### config.mk
export PLATFORM = sky130hd
export DESIGN_NAME = can_tx_sched
export DESIGN_NICKNAME = d
export VERILOG_FILES = /design/src/rtl/can_txsch_pkg.sv /design/src/rtl/cts_mb_store.sv /design/src/rtl/cts_order.sv /design/src/rtl/cts_pick.sv /design/src/rtl/can_tx_sched.sv
export SDC_FILE = /design/constraint.sdc
export NUM_CORES = 1
export LEC_CHECK = 0
export ABC_AREA = 1
export BUFFER_PORTS_ARGS = -buffer_cell sky130_fd_sc_hd__buf_4
export CORE_MARGIN = 8
export CORE_UTILIZATION = 61
export DETAILED_ROUTE_END_ITERATION = 6
export PLACE_DENSITY = 0.87
export SLEW_MARGIN = 5
export SYNTH_ARGS = -nofsm -noshare
export SYNTH_HDL_FRONTEND = slang
export SYNTH_SLANG_ARGS = --single-unit
### constraint.sdc
create_clock -name clk -period 7.1 [get_ports clk]
set_input_delay 0.355 -clock clk [delete_from_list [all_inputs] [get_ports clk]]
set_output_delay 0.355 -clock clk [all_outputs]
set_load 0.01 [all_outputs]
### src/rtl/can_txsch_pkg.sv
package can_txsch_pkg;
    parameter int NUM_MB = 3;
    parameter int ID_W   = 11;
    parameter int DLC_W  = 4;
    parameter int WORD_W = 32;
    parameter int IDX_W  = $clog2(NUM_MB + 1);
    parameter logic [IDX_W-1:0] NO_FREE = IDX_W'(NUM_MB);

    typedef struct packed {
        logic [ID_W-1:0]   id;
        logic [DLC_W-1:0]  dlc;
        logic [WORD_W-1:0] lo;
        logic [WORD_W-1:0] hi;
    } mb_entry_t;

    typedef enum logic [1:0] {
        S_IDLE  = 2'd0,
        S_OFFER = 2'd1,
        S_BUSY  = 2'd2
    } sched_state_e;
endpackage

### src/rtl/cts_mb_store.sv
module cts_mb_store
    import can_txsch_pkg::*;
(
    input  logic                  clk,
    input  logic                  rst_n,
    input  logic                  wr_en,
    input  logic [IDX_W-1:0]      wr_idx,
    input  mb_entry_t             wr_entry,
    input  logic                  req_en,
    input  logic [IDX_W-1:0]      req_idx,
    input  logic                  clr_en,
    input  logic [IDX_W-1:0]      clr_idx,
    output mb_entry_t [NUM_MB-1:0] entries,
    output logic [NUM_MB-1:0]     req_q,
    output logic [NUM_MB-1:0]     req_new,
    output logic [IDX_W-1:0]      free_code
);
    for (genvar i = 0; i < NUM_MB; i++) begin : g_mb
        logic hit_wr, hit_req, hit_clr;
        assign hit_wr  = wr_en  && (wr_idx  == IDX_W'(i)) && !req_q[i];
        assign hit_req = req_en && (req_idx == IDX_W'(i)) && !req_q[i];
        assign hit_clr = clr_en && (clr_idx == IDX_W'(i));
        assign req_new[i] = hit_req;

        always_ff @(posedge clk) begin
            if (!rst_n) begin
                entries[i] <= '0;
                req_q[i]   <= 1'b0;
            end else begin
                if (hit_wr)       entries[i] <= wr_entry;
                if (hit_clr)      req_q[i]   <= 1'b0;
                else if (hit_req) req_q[i]   <= 1'b1;
            end
        end

        AST_LOCKED_MB: assert property (@(posedge clk) disable iff (!rst_n)
            (req_q[i] && !hit_clr && wr_en && wr_idx == IDX_W'(i)) |=> $stable(entries[i]));
    end

    always_comb begin
        free_code = NO_FREE;
        for (int i = NUM_MB - 1; i >= 0; i--) begin
            if (!req_q[i]) free_code = IDX_W'(i);
        end
    end

    AST_FREE_CODE_EMPTY: assert property (@(posedge clk) disable iff (!rst_n)
        (free_code != NO_FREE) |-> !req_q[free_code]);
endmodule

### src/rtl/cts_order.sv
module cts_order
    import can_txsch_pkg::*;
(
    input  logic                             clk,
    input  logic                             rst_n,
    input  logic [NUM_MB-1:0]                req_new,
    input  logic [NUM_MB-1:0]                req_q,
    output logic [NUM_MB-1:0][NUM_MB-1:0]    older
);
    // older[a][b] = 1: mailbox a was requested before mailbox b
    always_ff @(posedge clk) begin
        if (!rst_n) begin
            older <= '0;
        end else begin
            for (int k = 0; k < NUM_MB; k++) begin
                if (req_new[k]) begin
                    for (int j = 0; j < NUM_MB; j++) begin
                        older[k][j] <= 1'b0;
                        if (j != k) older[j][k] <= 1'b1;
                    end
                end
            end
        end
    end

    for (genvar a = 0; a < NUM_MB; a++) begin : g_a
        for (genvar b = a + 1; b < NUM_MB; b++) begin : g_b
            AST_AGE_ANTISYM: assert property (@(posedge clk) disable iff (!rst_n)
                (req_q[a] && req_q[b]) |-> (older[a][b] != older[b][a]));
        end
    end
endmodule

### src/rtl/cts_pick.sv
module cts_pick
    import can_txsch_pkg::*;
(
    input  logic                          fifo_mode,
    input  logic [NUM_MB-1:0]             pend,
    input  mb_entry_t [NUM_MB-1:0]        entries,
    input  logic [NUM_MB-1:0][NUM_MB-1:0] older,
    output logic                          sel_vld,
    output logic [IDX_W-1:0]              sel_idx
);
    logic [IDX_W-1:0] pri_idx, ord_idx;
    logic [ID_W-1:0]  best_id;
    logic             pri_found, ord_found, is_oldest;

    always_comb begin
        pri_idx   = '0;
        best_id   = '1;
        pri_found = 1'b0;
        for (int i = 0; i < NUM_MB; i++) begin
            if (pend[i] && (!pri_found || entries[i].id < best_id)) begin
                pri_found = 1'b1;
                best_id   = entries[i].id;
                pri_idx   = IDX_W'(i);
            end
        end
    end

    always_comb begin
        ord_idx   = '0;
        ord_found = 1'b0;
        is_oldest = 1'b0;
        for (int i = 0; i < NUM_MB; i++) begin
            is_oldest = pend[i];
            for (int j = 0; j < NUM_MB; j++) begin
                if (j != i && pend[j] && older[j][i]) is_oldest = 1'b0;
            end
            if (is_oldest && !ord_found) begin
                ord_found = 1'b1;
                ord_idx   = IDX_W'(i);
            end
        end
    end

    assign sel_vld = |pend;
    assign sel_idx = fifo_mode ? ord_idx : pri_idx;
endmodule

### src/rtl/can_tx_sched.sv
module can_tx_sched
    import can_txsch_pkg::*;
(
    input  logic              clk,
    input  logic              rst_n,
    input  logic              cfg_fifo_order,
    input  logic              wr_en,
    input  logic [1:0]        wr_idx,
    input  logic [10:0]       wr_id,
    input  logic [3:0]        wr_dlc,
    input  logic [31:0]       wr_data_lo,
    input  logic [31:0]       wr_data_hi,
    input  logic              req_en,
    input  logic [1:0]        req_idx,
    output logic [2:0]        mb_empty,
    output logic [1:0]        free_code,
    output logic              tx_valid,
    input  logic              tx_ready,
    output logic [1:0]        tx_idx,
    output logic [10:0]       tx_id,
    output logic [3:0]        tx_dlc,
    output logic [31:0]       tx_data_lo,
    output logic [31:0]       tx_data_hi,
    input  logic              tx_done
);
    sched_state_e                  state_q, state_d;
    logic [IDX_W-1:0]              cur_q;
    mb_entry_t [NUM_MB-1:0]        entries;
    logic [NUM_MB-1:0]             req_q, req_new;
    logic [NUM_MB-1:0][NUM_MB-1:0] older;
    logic                          sel_vld, clr_en;
    logic [IDX_W-1:0]              sel_idx;
    mb_entry_t                     wr_entry, cur_entry;

    assign wr_entry = '{id: wr_id, dlc: wr_dlc, lo: wr_data_lo, hi: wr_data_hi};
    assign clr_en   = (state_q == S_BUSY) && tx_done;

    cts_mb_store u_store (
        .clk(clk), .rst_n(rst_n),
        .wr_en(wr_en), .wr_idx(wr_idx), .wr_entry(wr_entry),
        .req_en(req_en), .req_idx(req_idx),
        .clr_en(clr_en), .clr_idx(cur_q),
        .entries(entries), .req_q(req_q), .req_new(req_new),
        .free_code(free_code)
    );

    cts_order u_order (
        .clk(clk), .rst_n(rst_n),
        .req_new(req_new), .req_q(req_q), .older(older)
    );

    cts_pick u_pick (
        .fifo_mode(cfg_fifo_order), .pend(req_q), .entries(entries),
        .older(older), .sel_vld(sel_vld), .sel_idx(sel_idx)
    );

    always_comb begin
        state_d = state_q;
        unique case (state_q)
            S_IDLE:  if (sel_vld)  state_d = S_OFFER;  // pick
            S_OFFER: if (tx_ready) state_d = S_BUSY;   // accept
            S_BUSY:  if (tx_done)  state_d = S_IDLE;   // release
            default: state_d = S_IDLE;
        endcase
    end

    always_ff @(posedge clk) begin
        if (!rst_n) begin
            state_q <= S_IDLE;
            cur_q   <= '0;
        end else begin
            state_q <= state_d;
            if (state_q == S_IDLE && sel_vld) cur_q <= sel_idx;
        end
    end

    always_comb begin
        cur_entry  = entries[cur_q];
        tx_valid   = (state_q == S_OFFER);
        tx_idx     = cur_q;
        tx_id      = cur_entry.id;
        tx_dlc     = cur_entry.dlc;
        tx_data_lo = cur_entry.lo;
        tx_data_hi = cur_entry.hi;
        mb_empty   = ~req_q;
    end

    AST_VALID_HOLD: assert property (@(posedge clk) disable iff (!rst_n)
        (tx_valid && !tx_ready) |=> (tx_valid && tx_idx == $past(tx_idx)));
    AST_NO_REOFFER: assert property (@(posedge clk) disable iff (!rst_n)
        (tx_valid && tx_ready) |=> !tx_valid);
    AST_OFFER_NOT_EMPTY: assert property (@(posedge clk) disable iff (!rst_n)
        tx_valid |-> !mb_empty[tx_idx]);
    AST_DONE_FREES: assert property (@(posedge clk) disable iff (!rst_n)
        clr_en |=> mb_empty[$past(cur_q)]);
endmodule

# Word level (Yosys, flattened, before mapping)
# Index checks and enable logic that the tools add are counted.
[op_classes] magnitude_cmp=3 eq_ne=11 muxes=31 n_bitwise=2 n_reduce_logical=50
[ops] op="$bmux W79 S2" n=1
[ops] op="$mux W79" n=1
[ops] op="$logic_and A1 B1 Y1" n=27
[ops] op="$lt A11 B11 Y1" n=2
[ops] op="$mux W11" n=2
[ops] op="$mux W1" n=16
[ops] op="$mux W2" n=8
[ops] op="$reduce_or A2 Y1" n=5
[ops] op="$eq A2 B1 Y1 const B" n=4
[ops] op="$eq A2 B2 Y1 const B" n=4
[ops] op="$logic_not A2 Y1" n=4
[ops] op="$logic_not A1 Y1" n=7
[ops] op="$pmux W2 S3" n=1
[ops] op="$reduce_bool A2 Y1" n=3
[ops] op="$mux W4" n=1
[ops] op="$ne A2 B2 Y1 const B" n=2
[ops] op="$lt A2 B3 Y1 const B" n=1
[ops] op="$mux W3" n=1
[ops] op="$not A3 Y3" n=1
[ops] op="$reduce_and A3 Y1" n=1
[ops] op="$reduce_or A3 Y1" n=1
[ops] op="$logic_or A1 B1 Y1" n=2
[ops] op="$ne A2 B1 Y1 const B" n=1
[ops] op="$not A1 Y1" n=1
[word_totals] reg_bits=250 in_bits=90 output_inout_bits=87 elab_cells=120

# Depth between registers and ports, before layout
[logic_depth] word_depth=11 ltp_mapped=26 mapped_depth_nobuf=24

# Modules after synthesis
# A second synthesis with hierarchy kept.
[unflattened] hier_cells=1977 area_unflattened_um2=12881.1
[modules_own_cells] module="cts_mb_store" n_inst=1 cells_per_inst=1427 area_each_um2=9922.0 seq_area_each_um2=4804.6
[modules_own_cells] module="can_tx_sched" n_inst=1 cells_per_inst=392 area_each_um2=1995.7 seq_area_each_um2=80.1
[modules_own_cells] module="cts_pick" n_inst=1 cells_per_inst=131 area_each_um2=735.7 seq_area_each_um2=0.0
[modules_own_cells] module="cts_order" n_inst=1 cells_per_inst=27 area_each_um2=227.7 seq_area_each_um2=120.1

# Least setup slack after synthesis
# No wires, ideal clock.
[synth_timing] path_type="flip-flop to flip-flop" startpoint="reg u_store.req_q[0]" endpoint="reg cur_q[0], in the netlist tx_idx[0]" setup_time_ns=0.122 arrival_time_ns=2.982 required_time_ns=6.978 path_slack_ns=3.997 path_stages_with_launch=25 n_path_buf=2 synth_period_minus_slack_ns=3.103 path_cell_list="dfxtp_1 -> inv_2 -> clkbuf_1 -> nor2_1 -> ha_1 -> nand2_1 -> inv_2 -> nand2_1 -> nor2_1 -> nand2_1 -> nand3_1 -> nand2_1 -> nand2_2 -> clkbuf_1 -> nand2_1 -> o21ai_0 -> ha_1 -> a21oi_1 -> o21a_1 -> o221a_2 -> nand2_1 -> nand2_1 -> nand2_1 -> nand2_1 -> a21oi_2"
[synth_via] elab_chain_cells=10 word_cells_on_any_way=33 classes_between="2 x order compare; 17 x mux; 14 x reduce/logical"
[synth_rtl] item="start, declared" line_no="cts_mb_store.sv:14" text="output logic [NUM_MB-1:0] req_q,"
[synth_rtl] item="start signal, assigned by index" line_no="cts_mb_store.sv:28" text="req_q[i] <= 1'b0;"
[synth_rtl] item="start signal, assigned by index" line_no="cts_mb_store.sv:31" text="if (hit_clr) req_q[i] <= 1'b0;"
[synth_rtl] item="start signal, assigned by index" line_no="cts_mb_store.sv:32" text="else if (hit_req) req_q[i] <= 1'b1;"
[synth_rtl] item="$mux W11, or another cell as far along" line_no="cts_pick.sv:20" text="if (pend[i] && (!pri_found || entries[i].id < best_id)) begin"
[synth_rtl] item="$lt A11 B11 Y1, or another cell as far along" line_no="cts_pick.sv:20"
[synth_rtl] item="$logic_or A1 B1 Y1 or $mux W1 (tied branches)" line_no="cts_pick.sv:20, cts_pick.sv:37"
[synth_rtl] item="$logic_and A1 B1 Y1 or $logic_not A1 Y1 (tied branches)" line_no="cts_pick.sv:20, cts_pick.sv:37"
[synth_rtl] item="$mux W11, or another cell as far along" line_no="cts_pick.sv:20"
[synth_rtl] item="$lt A11 B11 Y1, or another cell as far along" line_no="cts_pick.sv:20"
[synth_rtl] item="$logic_or A1 B1 Y1 or $logic_not A1 Y1 (tied branches)" line_no="cts_pick.sv:20, cts_pick.sv:37"
[synth_rtl] item="$logic_and A1 B1 Y1, on equally long branches" line_no="cts_pick.sv:20, cts_pick.sv:37"
[synth_rtl] item="$mux W2, on equally long branches" line_no="cts_pick.sv:20, cts_pick.sv:37"
[synth_rtl] item="$mux W2" line_no="cts_pick.sv:45" text="assign sel_idx = fifo_mode ? ord_idx : pri_idx;"
[synth_rtl] item="end signal, assigned" line_no="can_tx_sched.sv:73" text="if (state_q == S_IDLE && sel_vld) cur_q <= sel_idx;"
[synth_rtl] item="end, declared" line_no="can_tx_sched.sv:27" text="logic [IDX_W-1:0] cur_q;"
# Parallel ways exist; a longest one is shown, timed or not.
# A chain may end at the register's enable or synchronous reset.

# Final worst setup path
[layout_timing] startpoint="reg u_store.req_q[0]" endpoint="reg cur_q[1], in the netlist tx_idx[1]"
# The elaborated chain is that of the path after synthesis.

==> qor.yml <==
worstPathCellList: "inv_2 > nor2_1 > ha_1 > nand2_1 > inv_1 > nand2_1 > nor2_1 > nand2_1 > nand3_1 > nand2_1 > nand2_2 > o21ai_0 > ha_1 > a21oi_1 > o21a_1 > o221a_2 > nand2_1 > nand2_1 > nand3b_1 > a21oi_1"
grt_pass1_vias: 10500
cts.reportedPaths.clkPinSlew_ps: 60
setup_slack_on_the_worst_flop_to_flop_path_ps: 3880
total_power_uw: 3380
power.density_mw_per_mm2: 263
cap_viol_max_count: 0
ctsHtreeMaxLevel: 1
antenna_violations_before_repair: 0
numClockSinks: 250
worst-path-max-fanout: 22
timing.final.crit_period_ps: 3220
drc: 0
fp_rows: 48
root_buffer: "sky130_fd_sc_hd__clkbuf_16"
gr-total-overflow: 0
critical_path.endpoint_type: "flip-flop"
yosysTopAreaCellShare_pct: 46.5
dpl_cell_area_mm2: 0.0120
max_incr_delay_on_cp_ps: 360
synth.ff_latch_count: 250
gr_util_all_layers_pct: 27.1
initial_core_util_pct: 62.3
hpwlAfterDp_um: 17700
postCtsSetupBuffers: 0
mostFrequentLayoutCells: "sky130_fd_sc_hd__nor2_1, sky130_fd_sc_hd__o21ai_0, sky130_fd_sc_hd__dfxtp_1"
vias_per_cell: 5.66
fin_tns_setup_ps: 0
critical_path_capture_point: "tx_idx[1]"
area_growth_pct: 19.6
startpoint_type: "flip-flop"
timing.fmax_mhz: 310
worstSetupStartpoint: "u_store.req_q[0]"
reg2reg_from: "u_store.req_q[0]"
critical_path.n_buffers_inverters: 2
pre_cts_ws_ps: 3900
reg2reg_to: "tx_idx[1]"
yosysSeqAreaShare_pct: 46.5
run_status: "finished clean"
dpl.cell_count: 1870
cts_buffers: 25
grt_pass1_wl_um: 50700
netlist_top_cells_area: "sky130_fd_sc_hd__dfxtp_1, sky130_fd_sc_hd__nor2_1, sky130_fd_sc_hd__o21ai_0, sky130_fd_sc_hd__nand3_1, sky130_fd_sc_hd__nand2_1"
worst_ep_required_time_ps: 7530
worstSetupPathType: "flip-flop to flip-flop"
drt-pass1-iter-count: 5
ir_drop_v: 0.000181
postCtsHoldBufs: 0
critical-path-top-delay-family: "simple AND/OR/NAND/NOR gates"
wire_per_inst_um: 16.1
die_x_um: 149
finish.cell_count_without_fillers: 1915
worst_r2r_path_depth: 20
hold_path.class: "input pin to flip-flop"
critical_path_arrival_ps: 3650
detail_route.iter0.violations: 1070
crit_slowest_cell: "sky130_fd_sc_hd__dfxtp_1"
ios: 177
insertion_delay_ps: 510
finalWirelength_um: 30900
grt_max_degree: 137
cts.repair.resized: 0
synth.lib_cells_used.distinct: 26
clk_path_buf_depth: 3
tritoncts_clock_tree: "built"
filler_cell_count: 1382
die-area_mm2: 0.0222
final_min_period_over_clock_period_pct: 45.4
cpMostUsedCell: "sky130_fd_sc_hd__nand2_1"
synthDominantAreaCellType: "sky130_fd_sc_hd__dfxtp_1"
route.antenna.remaining_nets: 0
placement.io_buffers: 176
max_slew_violation_total_from_the_final_report: 0
netlist_instances: 1569
syn_area_cell_um2: 6.87
synth-warning-count: 0
layout.cells.most_common: "sky130_fd_sc_hd__nor2_1"
insertedDiodeCount: 0
final_layout_size_suffix_gt1_share_pct: 14.5
post-route-worst-setup-slack_ps: 3880
area_of_all_placed_cells_without_fillers_mm2: 0.0129
synth_area_mm2: 0.0108
syn_nets: 1679
timing.max_slew.rel_slack_pct: 28.8
report.final.setup_viol: 0
grt_setup_unrepaired: "false"
finalWeightedCongestion: 0.854
fin_nets: 1782
worstMarginPinSlew_ps: 1070
num_vias: 10800
core-area_mm2: 0.0173
chipHeight_um: 149
finalClockSkew_ps: 6.23
finalHoldViolCount: 0
worst-path-stages: 20
static-leakage-power_uw: 0.00555
## worst reg2reg max path: cells and delay by family, from the launching register on
family                   cells  cell delay [ps]
flip-flops                   1              360
buffers and inverters        2              340
AND/OR/NAND/NOR             11             1050
adder cells (fa/ha/maj)      2              610
AO/OA/AOI/OAI                5              760
## registers in the layout, summed over array words and instances, names as in the netlist
name,flops
u_order.older,6
tx_idx,2
state_q,2
u_store.entries,237
u_store.req_q,3
## stage by stage
| stage | util (%) | hold slack [ps] |
|---|---|---|
| CTS | 74.5 | 102 |
| global placement | 69.6 | 458 |
| finish | 74.5 | 114 |
| global route | 74.5 | 111 |
| floorplan | - | 423 |
| detailed placement | 69.6 | 462 |
## cell usage after synthesis
| cell type | instances |
|---|---|
| sky130_fd_sc_hd__o21ai_0 | 250 |
| sky130_fd_sc_hd__a21oi_1 | 22 |
| sky130_fd_sc_hd__nor2_1 | 493 |
| sky130_fd_sc_hd__nand4_1 | 5 |
| sky130_fd_sc_hd__clkbuf_1 | 92 |
| sky130_fd_sc_hd__buf_4 | 2 |
| sky130_fd_sc_hd__o211ai_1 | 1 |
| sky130_fd_sc_hd__inv_1 | 21 |
| sky130_fd_sc_hd__nand2_1 | 204 |
| sky130_fd_sc_hd__ha_1 | 20 |
| sky130_fd_sc_hd__o221a_2 | 1 |
| sky130_fd_sc_hd__a21oi_2 | 1 |
| sky130_fd_sc_hd__o21a_1 | 1 |
| sky130_fd_sc_hd__a21o_1 | 1 |
| sky130_fd_sc_hd__o21ai_1 | 4 |
| sky130_fd_sc_hd__nand3b_1 | 2 |
| sky130_fd_sc_hd__nand3_1 | 165 |
| sky130_fd_sc_hd__a211oi_1 | 2 |
| sky130_fd_sc_hd__buf_2 | 13 |
| sky130_fd_sc_hd__nor3_1 | 2 |
| sky130_fd_sc_hd__buf_1 | 4 |
| sky130_fd_sc_hd__inv_2 | 10 |
| sky130_fd_sc_hd__dfxtp_1 | 250 |
| sky130_fd_sc_hd__a221oi_1 | 1 |
| sky130_fd_sc_hd__nand2_2 | 1 |
| sky130_fd_sc_hd__o221ai_1 | 1 |
## how the worst min path moves through the flow
stage,start,endpoint,slack [ps],cells past startpoint
2_1_floorplan,u_order.older[7],u_order.older[7],420,2
3_3_place_gp,u_order.older[1],u_order.older[1],460,2
3_5_place_dp,u_order.older[1],u_order.older[1],460,2
4_1_cts,wr_data_lo[20],u_store.entries[52],100,3
5_1_grt,wr_data_lo[7],u_store.entries[118],110,3
6_report,wr_data_lo[20],u_store.entries[52],110,3
## metal layers
metal  part of all wire, %  wire, um  global-route usage, %  vias up
met3                   8.9      2740                   4.70       63
met5                     0         0                      0        -
met2                    48     14800                   46.0      473
met1                    41     12600                   34.0     5003
li1                      -         -                      -     5302
met4                   2.4       754                   9.39        0
## power breakdown
group / switching [uW] / total, uW / internal (uW)
Combinational: 335 / 525 / 190
Clock: 533 / 1340 / 803
Sequential: 43.9 / 1520 / 1480
Total: 912 / 3380 / 2470
## layout make-up
cell class	instances	area, um2	share of cell area, %
multi-input combinational	1177	5240	40.6
tap	225	282	2.18
clock inverter	7	88.8	0.689
timing repair buffer	187	1400	10.9
clock buffer	38	754	5.85
inverter	31	116	0.903
sequential	250	5010	38.8
## logic make-up (layout without fill, tap and decap cells)
logic type	count (synthesis)	after routing	share of synthesized area [%]
compound gates	285	285	13.5
flops	250	250	46.5
buf+inv	142	263	5.17
fa+ha+maj	20	20	2.32
simple gates	872	872	32.5
(Power assumes the default switching activity.)
